$ cat config.mk
export PLATFORM = sky130hd
export DESIGN_NAME = ppb_router
export DESIGN_NICKNAME = d
export VERILOG_FILES = /design/src/rtl/ppb_router.sv
export SDC_FILE = /design/constraint.sdc
export NUM_CORES = 1
export LEC_CHECK = 0
export ABC_AREA = 0
export BUFFER_PORTS_ARGS = -buffer_cell sky130_fd_sc_hd__buf_4
export CORE_AREA = 5 5 104 106
export DETAILED_ROUTE_END_ITERATION = 16
export DIE_AREA = 0 0 109 111
export PLACE_DENSITY_LB_ADDON = 0.05
export SETUP_SLACK_MARGIN = 0.05
export SLEW_MARGIN = 5
export SYNTH_ARGS = -nofsm -noshare
export SYNTH_HDL_FRONTEND = slang
export SYNTH_SLANG_ARGS = --single-unit
$ cat constraint.sdc
create_clock -name vclk -period 2.05
set_clock_uncertainty 0.15 [all_clocks]
set_input_delay 0.1025 -clock vclk [all_inputs]
set_output_delay 0.1025 -clock vclk [all_outputs]
set_load 0.01 [all_outputs]
$ cat src/rtl/ppb_router.sv
module ppb_router #(
  parameter int        AW          = 20,
  parameter int        DW          = 32,
  parameter int        OW          = 12,
  parameter bit        HAS_ERR_BLK = 1'b1,
  parameter bit [7:0]  SYS_PAGE    = 8'h0E,
  parameter bit [7:0]  ALIAS_PAGE  = 8'h2E,
  parameter bit [7:0]  ERR_PAGE    = 8'h05,
  parameter bit [11:0] TMR_LO      = 12'h010,
  parameter bit [11:0] TMR_HI      = 12'h0F0
) (
  input  logic          clk,
  input  logic          rst_n,
  input  logic          sec_ext_en,
  input  logic          req_valid,
  input  logic [AW-1:0] req_addr,
  input  logic [1:0]    req_size,
  input  logic          req_write,
  input  logic [DW-1:0] req_wdata,
  input  logic          req_secure,
  input  logic          req_priv,
  output logic [DW-1:0] rsp_rdata,
  output logic          rsp_err,
  output logic          sel_sys,
  output logic          sel_tmr_s,
  output logic          sel_tmr_ns,
  output logic          sel_errblk,
  output logic [OW-1:0] tgt_addr,
  output logic [1:0]    tgt_size,
  output logic          tgt_write,
  output logic [DW-1:0] tgt_wdata,
  output logic          tgt_secure,
  input  logic [DW-1:0] sys_rdata,
  input  logic          sys_err,
  input  logic [DW-1:0] tmr_s_rdata,
  input  logic          tmr_s_err,
  input  logic [DW-1:0] tmr_ns_rdata,
  input  logic          tmr_ns_err,
  input  logic [DW-1:0] errblk_rdata,
  input  logic          errblk_err
);
  localparam int PW = AW - OW;

  logic [PW-1:0] page;
  logic [OW-1:0] poff;
  logic          in_win, on_sys, on_alias, on_err;
  logic          alias_fwd, alias_local, tmr_hit, eff_secure;

  assign page = req_addr[AW-1:OW];
  assign poff = req_addr[OW-1:0];

  assign in_win   = (poff >= TMR_LO) && (poff < TMR_HI);
  assign on_sys   = (page == PW'(SYS_PAGE));
  assign on_alias = sec_ext_en && (page == PW'(ALIAS_PAGE));

  generate
    if (HAS_ERR_BLK) begin : g_err
      assign on_err = (page == PW'(ERR_PAGE));
    end else begin : g_no_err
      assign on_err = 1'b0;
    end
  endgenerate

  assign alias_fwd   = on_alias && req_secure;
  assign alias_local = on_alias && !req_secure;
  assign tmr_hit     = in_win && (on_sys || alias_fwd);
  assign eff_secure  = on_alias ? 1'b0 : req_secure;

  assign sel_tmr_s  = req_valid && tmr_hit && eff_secure;
  assign sel_tmr_ns = req_valid && tmr_hit && !eff_secure;
  assign sel_sys    = req_valid && !tmr_hit && (on_sys || alias_fwd);
  assign sel_errblk = req_valid && on_err;

  assign tgt_addr   = tmr_hit ? (poff - TMR_LO) : poff;
  assign tgt_size   = req_size;
  assign tgt_write  = req_write;
  assign tgt_wdata  = req_wdata;
  assign tgt_secure = eff_secure;

  always_comb begin
    rsp_rdata = '0;
    rsp_err   = 1'b0;
    unique case (1'b1)
      sel_sys:    begin rsp_rdata = sys_rdata;    rsp_err = sys_err;    end
      sel_tmr_s:  begin rsp_rdata = tmr_s_rdata;  rsp_err = tmr_s_err;  end
      sel_tmr_ns: begin rsp_rdata = tmr_ns_rdata; rsp_err = tmr_ns_err; end
      sel_errblk: begin rsp_rdata = errblk_rdata; rsp_err = errblk_err; end
      default:    begin rsp_rdata = '0;           rsp_err = req_valid && !req_priv; end
    endcase
  end


  one_sel_chk: assert property (@(posedge clk) disable iff (!rst_n)
    $onehot0({sel_sys, sel_tmr_s, sel_tmr_ns, sel_errblk}));


  idle_quiet_chk: assert property (@(posedge clk) disable iff (!rst_n)
    !req_valid |-> !(sel_sys || sel_tmr_s || sel_tmr_ns || sel_errblk));


  user_default_err_chk: assert property (@(posedge clk) disable iff (!rst_n)
    (req_valid && !req_priv && !(sel_sys || sel_tmr_s || sel_tmr_ns || sel_errblk))
      |-> (rsp_err && rsp_rdata == '0));


  alias_clears_sec_chk: assert property (@(posedge clk) disable iff (!rst_n)
    (req_valid && on_alias) |-> !(sel_tmr_s || tgt_secure));


  ns_alias_local_chk: assert property (@(posedge clk) disable iff (!rst_n)
    (req_valid && alias_local) |-> !(sel_sys || sel_tmr_s || sel_tmr_ns || sel_errblk));


  tmr_bank_chk: assert property (@(posedge clk) disable iff (!rst_n)
    (sel_tmr_s || sel_tmr_ns) |-> (tgt_addr < (TMR_HI - TMR_LO)));
endmodule

# --- After elaboration in Yosys (flattened, before gate mapping) ---
# Index checks and enable logic that the tools add are counted.
op_classes:
  magnitude_cmp: 2
  eq_ne: 3
  n_mux: 4
  reduce_logical: 15
  addsub: 1
op_table:
  columns: ["op", "count"]
  rows:
  - ["32-bit case mux with 4 select lines", 1]
  - ["12-bit by 5-bit >= comparator with 1-bit output, second input constant", 1]
  - ["12-bit by 8-bit < comparator with 1-bit output, second input constant", 1]
  - ["12-bit two-way mux", 1]
  - ["12-bit by 5-bit subtractor with 12-bit output, second input constant", 1]
  - ["1-bit logical AND", 11]
  - ["8-bit by 3-bit == test with 1-bit output, second input constant", 1]
  - ["8-bit by 4-bit == test with 1-bit output, second input constant", 1]
  - ["8-bit by 6-bit == test with 1-bit output, second input constant", 1]
  - ["1-bit case mux with 4 select lines", 1]
  - ["1-bit zero test", 3]
  - ["1-bit logical OR", 1]
  - ["1-bit two-way mux", 1]
totals:
  regBits: 0
  output_inout_bits: 85

# --- Longest topological paths before layout ---
depth:
  ltp_word: 9
  depth_mapped: 9
  mapped_depth_nobuf: 7

# --- Least setup slack after synthesis ---
# OpenSTA, ideal clock, no wires.
synth_timing:
  path_type: "input-to-output"
  startpoint: "in req_addr[4]"
  endpoint: "out rsp_rdata[12]"
  n_path_buf: 2
  t_arrival_ps: 1864
  required_ps: 1798
  path_stages: 9
  slack_ps: -66
  cell_sequence: "inv_1 > ha_1 > or3b_4 > o21bai_4 > and3_1 > buf_6 > o211a_4 > buf_6 > a221o_1"
synth_via:
  word_cells_on_any_way: 11
  cone_classes: "2 x order compare; 1 x mux; 8 x reduce/logical"
synth_lines:
  columns: ["element", "line_no", "rtl"]
  rows:
  - ["from (decl)", "16", "input logic [AW-1:0] req_addr,"]
  - ["12-bit by 5-bit >= comparator with 1-bit output / 12-bit by 8-bit < comparator with 1-bit output (equally long branches)", "52", "assign in_win = (poff >= TMR_LO) && (poff < TMR_HI);"]
  - ["1-bit logical AND *", "52", null]
  - ["1-bit logical AND *", "66", "assign tmr_hit = in_win && (on_sys || alias_fwd);"]
  - ["1-bit logical AND * (2 in a row)", "70", "assign sel_tmr_ns = req_valid && tmr_hit && !eff_secure;"]
  - ["net sel_tmr_ns", "26", "output logic sel_tmr_ns,"]
  - ["32-bit case mux with 4 select lines *", "83", "unique case (1'b1)"]
  - ["to (decl)", "22", "output logic [DW-1:0] rsp_rdata,"]
# The timed path passes the listed nets; every way through them passes the cells marked *.

# --- Worst setup path after layout ---
layout_timing:
  startpoint: "in req_addr[4]"
  endpoint: "out rsp_rdata[11]"
layout_via:
  elab_chain_len: 7
  word_cells_on_any_way: 11
  cone_classes: "2 x order compare; 1 x mux; 8 x reduce/logical"
layout_rtl:
  columns: ["element", "line_no", "rtl"]
  rows:
  - ["12-bit by 5-bit >= comparator with 1-bit output / 12-bit by 8-bit < comparator with 1-bit output (equally long branches)", "52", null]
  - ["1-bit logical AND *", "52", null]
  - ["1-bit logical AND *", "66", null]
  - ["1-bit zero test", "71", "assign sel_sys = req_valid && !tmr_hit && (on_sys || alias_fwd);"]
  - ["1-bit logical AND (2 in a row)", "71", null]
  - ["32-bit case mux with 4 select lines *", "83", null]
# Mark *: on every way between the ends. The rest lies on a longest branch, timed or not.

==> results.json <==
{
  "status": "finished with violations",
  "violations": "negative setup slack",
  "syn_inst": 242,
  "gr-total-overflow": 0,
  "intPower_mw": 0.280,
  "dieArea_mm2": 0.0121,
  "gr-usage-met2": 0.284,
  "vias_per_cell": 4.79,
  "firstDrtPassIters": 4,
  "max-cap-violations": 0,
  "antenna_found_initial": 0,
  "crit_type": "primary input to output port",
  "gp_congestion": 0.724,
  "drt-initial-drc-count": 102,
  "yosysWarnings": 0,
  "dieHeight_um": 111,
  "p_sw_mw": 0.148,
  "io_pins": 278,
  "num_vias": 2677,
  "synth_fa_ha_area_frac": 0.0230,
  "tightest_slew_ns": 0.325,
  "critPathArrivalTime_ns": 1.97,
  "power_mw": 0.428,
  "fin_cells": 559,
  "grt_max_degree": 24,
  "seqCellArea_um2": 0,
  "drive_above_1_share": 0.643,
  "placedCellCount": 549,
  "synth_top_family_by_area": "compound AO/OA/AOI/OAI gates",
  "slew_headroom": 0.783,
  "drc": 0,
  "synth_compound_area_frac": 0.462,
  "hold_viol": 0,
  "wire_per_inst_um": 17.9,
  "met1_usage": 0.157,
  "cp_max_fo": 5,
  "grt_pass1_wl_um": 14300,
  "drt-total-wl_um": 10000,
  "setup.worst_path.start_class": "primary input",
  "row_count": 36,
  "hold_depth": 0,
  "die_x_um": 109,
  "combinationalPowerShare": 1.000,
  "pre_cts_slack_ns": -0.238,
  "nFlopsAndLatches": 0,
  "stdcell_area_mm2": 0.00358,
  "pwr-share-clk": 0,
  "syn_area_mm2": 0.00163,
  "seq_area_frac_synth": 0,
  "cp.required_ns": 1.80,
  "grtUsageMet3": 0.0332,
  "cp-end-kind": "output port",
  "switching_share": 0.346,
  "grtUsageTotal": 0.144,
  "core_region_area_mm2": 0.00968,
  "start_util": 0.168,
  "vdd_ir_drop_max_mv": 0.0517,
  "io_buffers": 206,
  "crit_start": "req_addr[4]",
  "rsz0062_at_grt": "true",
  "synthXorXnorAreaFrac": 0.0161,
  "grt.busiest_layer": "met2",
  "setup_viol": 33,
  "p_per_area_mw_per_mm2": 120,
  "muxShareOfSynthArea": 0.0130,
  "worstHoldStart": "req_wdata[11]",
  "worst_slack_ns": -0.174,
  "area_delta_synth_final_pct": 119,
  "max_freq_mhz": 450,
  "synth-simple-area-share": 0.219,
  "grt_pass1_vias": 2799,
  "clkbuf_count": 0,
  "synth.distinct_cells": 32,
  "hold-worst-slack_ns": 0.0550,
  "fin_crit_ns": 2.22,
  "final_max_slew_viol_count": 0,
  "nFillCells": 1036,
  "power.leakage_nw": 1.67,
  "synth.avg_cell_area_um2": 6.74,
  "syn-num-nets": 438,
  "ant_nets": 0,
  "fin_crit_sh": 1.08,
  "tns_ns": -4.41,
  "hp-class": "primary input to output port",
  "num_antenna_cells": 0,
  "fin_nets": 624,
  "dpl_cell_area_mm2": 0.00331,
  "hpwl_um": 7880,
  "hold_end": "tgt_wdata[11]",
  "power_frac_seq": 0,
  "postLayoutCoreUtil": 0.369
}
Yosys cell counts:
master / n / area [um^2]
ha_1: 3 / 37.5
buf_4: 39 / 293
and2_1: 1 / 6.26
o211a_4: 1 / 17.5
and3b_1: 1 / 8.76
nor3_1: 1 / 5.00
inv_1: 3 / 11.3
buf_6: 4 / 45.0
a31o_2: 2 / 17.5
o21ai_0: 34 / 170
mux2_2: 1 / 11.3
and3_1: 3 / 18.8
a221o_1: 32 / 320
o21bai_4: 1 / 18.8
mux2i_1: 1 / 10.0
nor2_1: 4 / 15.0
xor2_1: 1 / 8.76
o21bai_1: 2 / 15.0
nor4_1: 2 / 12.5
nand4_1: 32 / 200
o21ba_2: 1 / 10.0
nor4b_1: 3 / 26.3
and4_1: 2 / 17.5
clkbuf_1: 23 / 86.3
nand3_1: 2 / 10.0
a21bo_2: 1 / 10.0
nand2_1: 4 / 15.0
a41oi_1: 1 / 8.76
xnor2_1: 2 / 17.5
a21oi_1: 33 / 165
or3b_4: 1 / 11.3
or4b_1: 1 / 10.0
placed cells by master, fill, tap and decap left out, drive strengths merged:
master	count
o21bai	3
a21oi	33
and4	2
nor3	1
o21ba	1
nor4b	3
and3b	1
o211a	1
a31o	2
nor4	2
nand3	2
or3b	1
buf	249
and2	1
clkbuf	1
xor2	1
a21bo	1
or4b	1
ha	3
and3	3
nand2	4
mux2	1
a41oi	1
inv	3
o21ai	34
xnor2	2
nand4	32
mux2i	1
a221o	32
nor2	4
worst max path at each step:
stage	slack [ns]	endpoint
3_5_place_dp	-0.24	rsp_rdata[7]
5_1_grt	-0.23	rsp_rdata[11]
6_report	-0.17	rsp_rdata[11]
4_1_cts	-0.18	rsp_rdata[15]
2_1_floorplan	0.05	rsp_rdata[12]
3_3_place_gp	-0.23	rsp_rdata[7]
final cells by class:
class,count,area [um^2],area share
repair buffers,250,2070,0.579
well taps,133,166,0.0465
inverters,3,21.3,0.00595
multi-input cells,173,1320,0.368
metal layers:
layer	routed length, um	part of all wire
met5	0	0
met4	90	0.0090
met3	966	0.097
met2	5310	0.53
met1	3620	0.36
critical path, stage by stage:
cell and delay (ns):
buf_8 0.11, inv_4 0.05, ha_4 0.11, or3b_4 0.37, o21bai_4 0.20, and3_4 0.16, o211a_4 0.20, clkbuf_16 0.18
a221o_1 0.35, buf_6 0.12
cells by family after synthesis:
family,after synthesis
fa+ha+maj,3
buf+inv,69
mux,2
compound gates,108
xor+xnor,3
simple gates,57
power by group through the flow:
stage	Clock [mW]	Combinational (mW)	Sequential, mW
2_1_floorplan	0	0.161	0
5_1_grt	0	0.462	0
4_1_cts	0	0.418	0
6_report	0	0.428	0
3_3_place_gp	0	0.405	0
3_5_place_dp	0	0.407	0
timing repair:
action                     CTS  global route
pin swaps                    2             6
cloned                       1             2
buffers inserted             4             4
hold buffers                 0             0
setup endpoints to repair   38            40
resized for setup           19            32
Power figures use the tool's default switching activity.
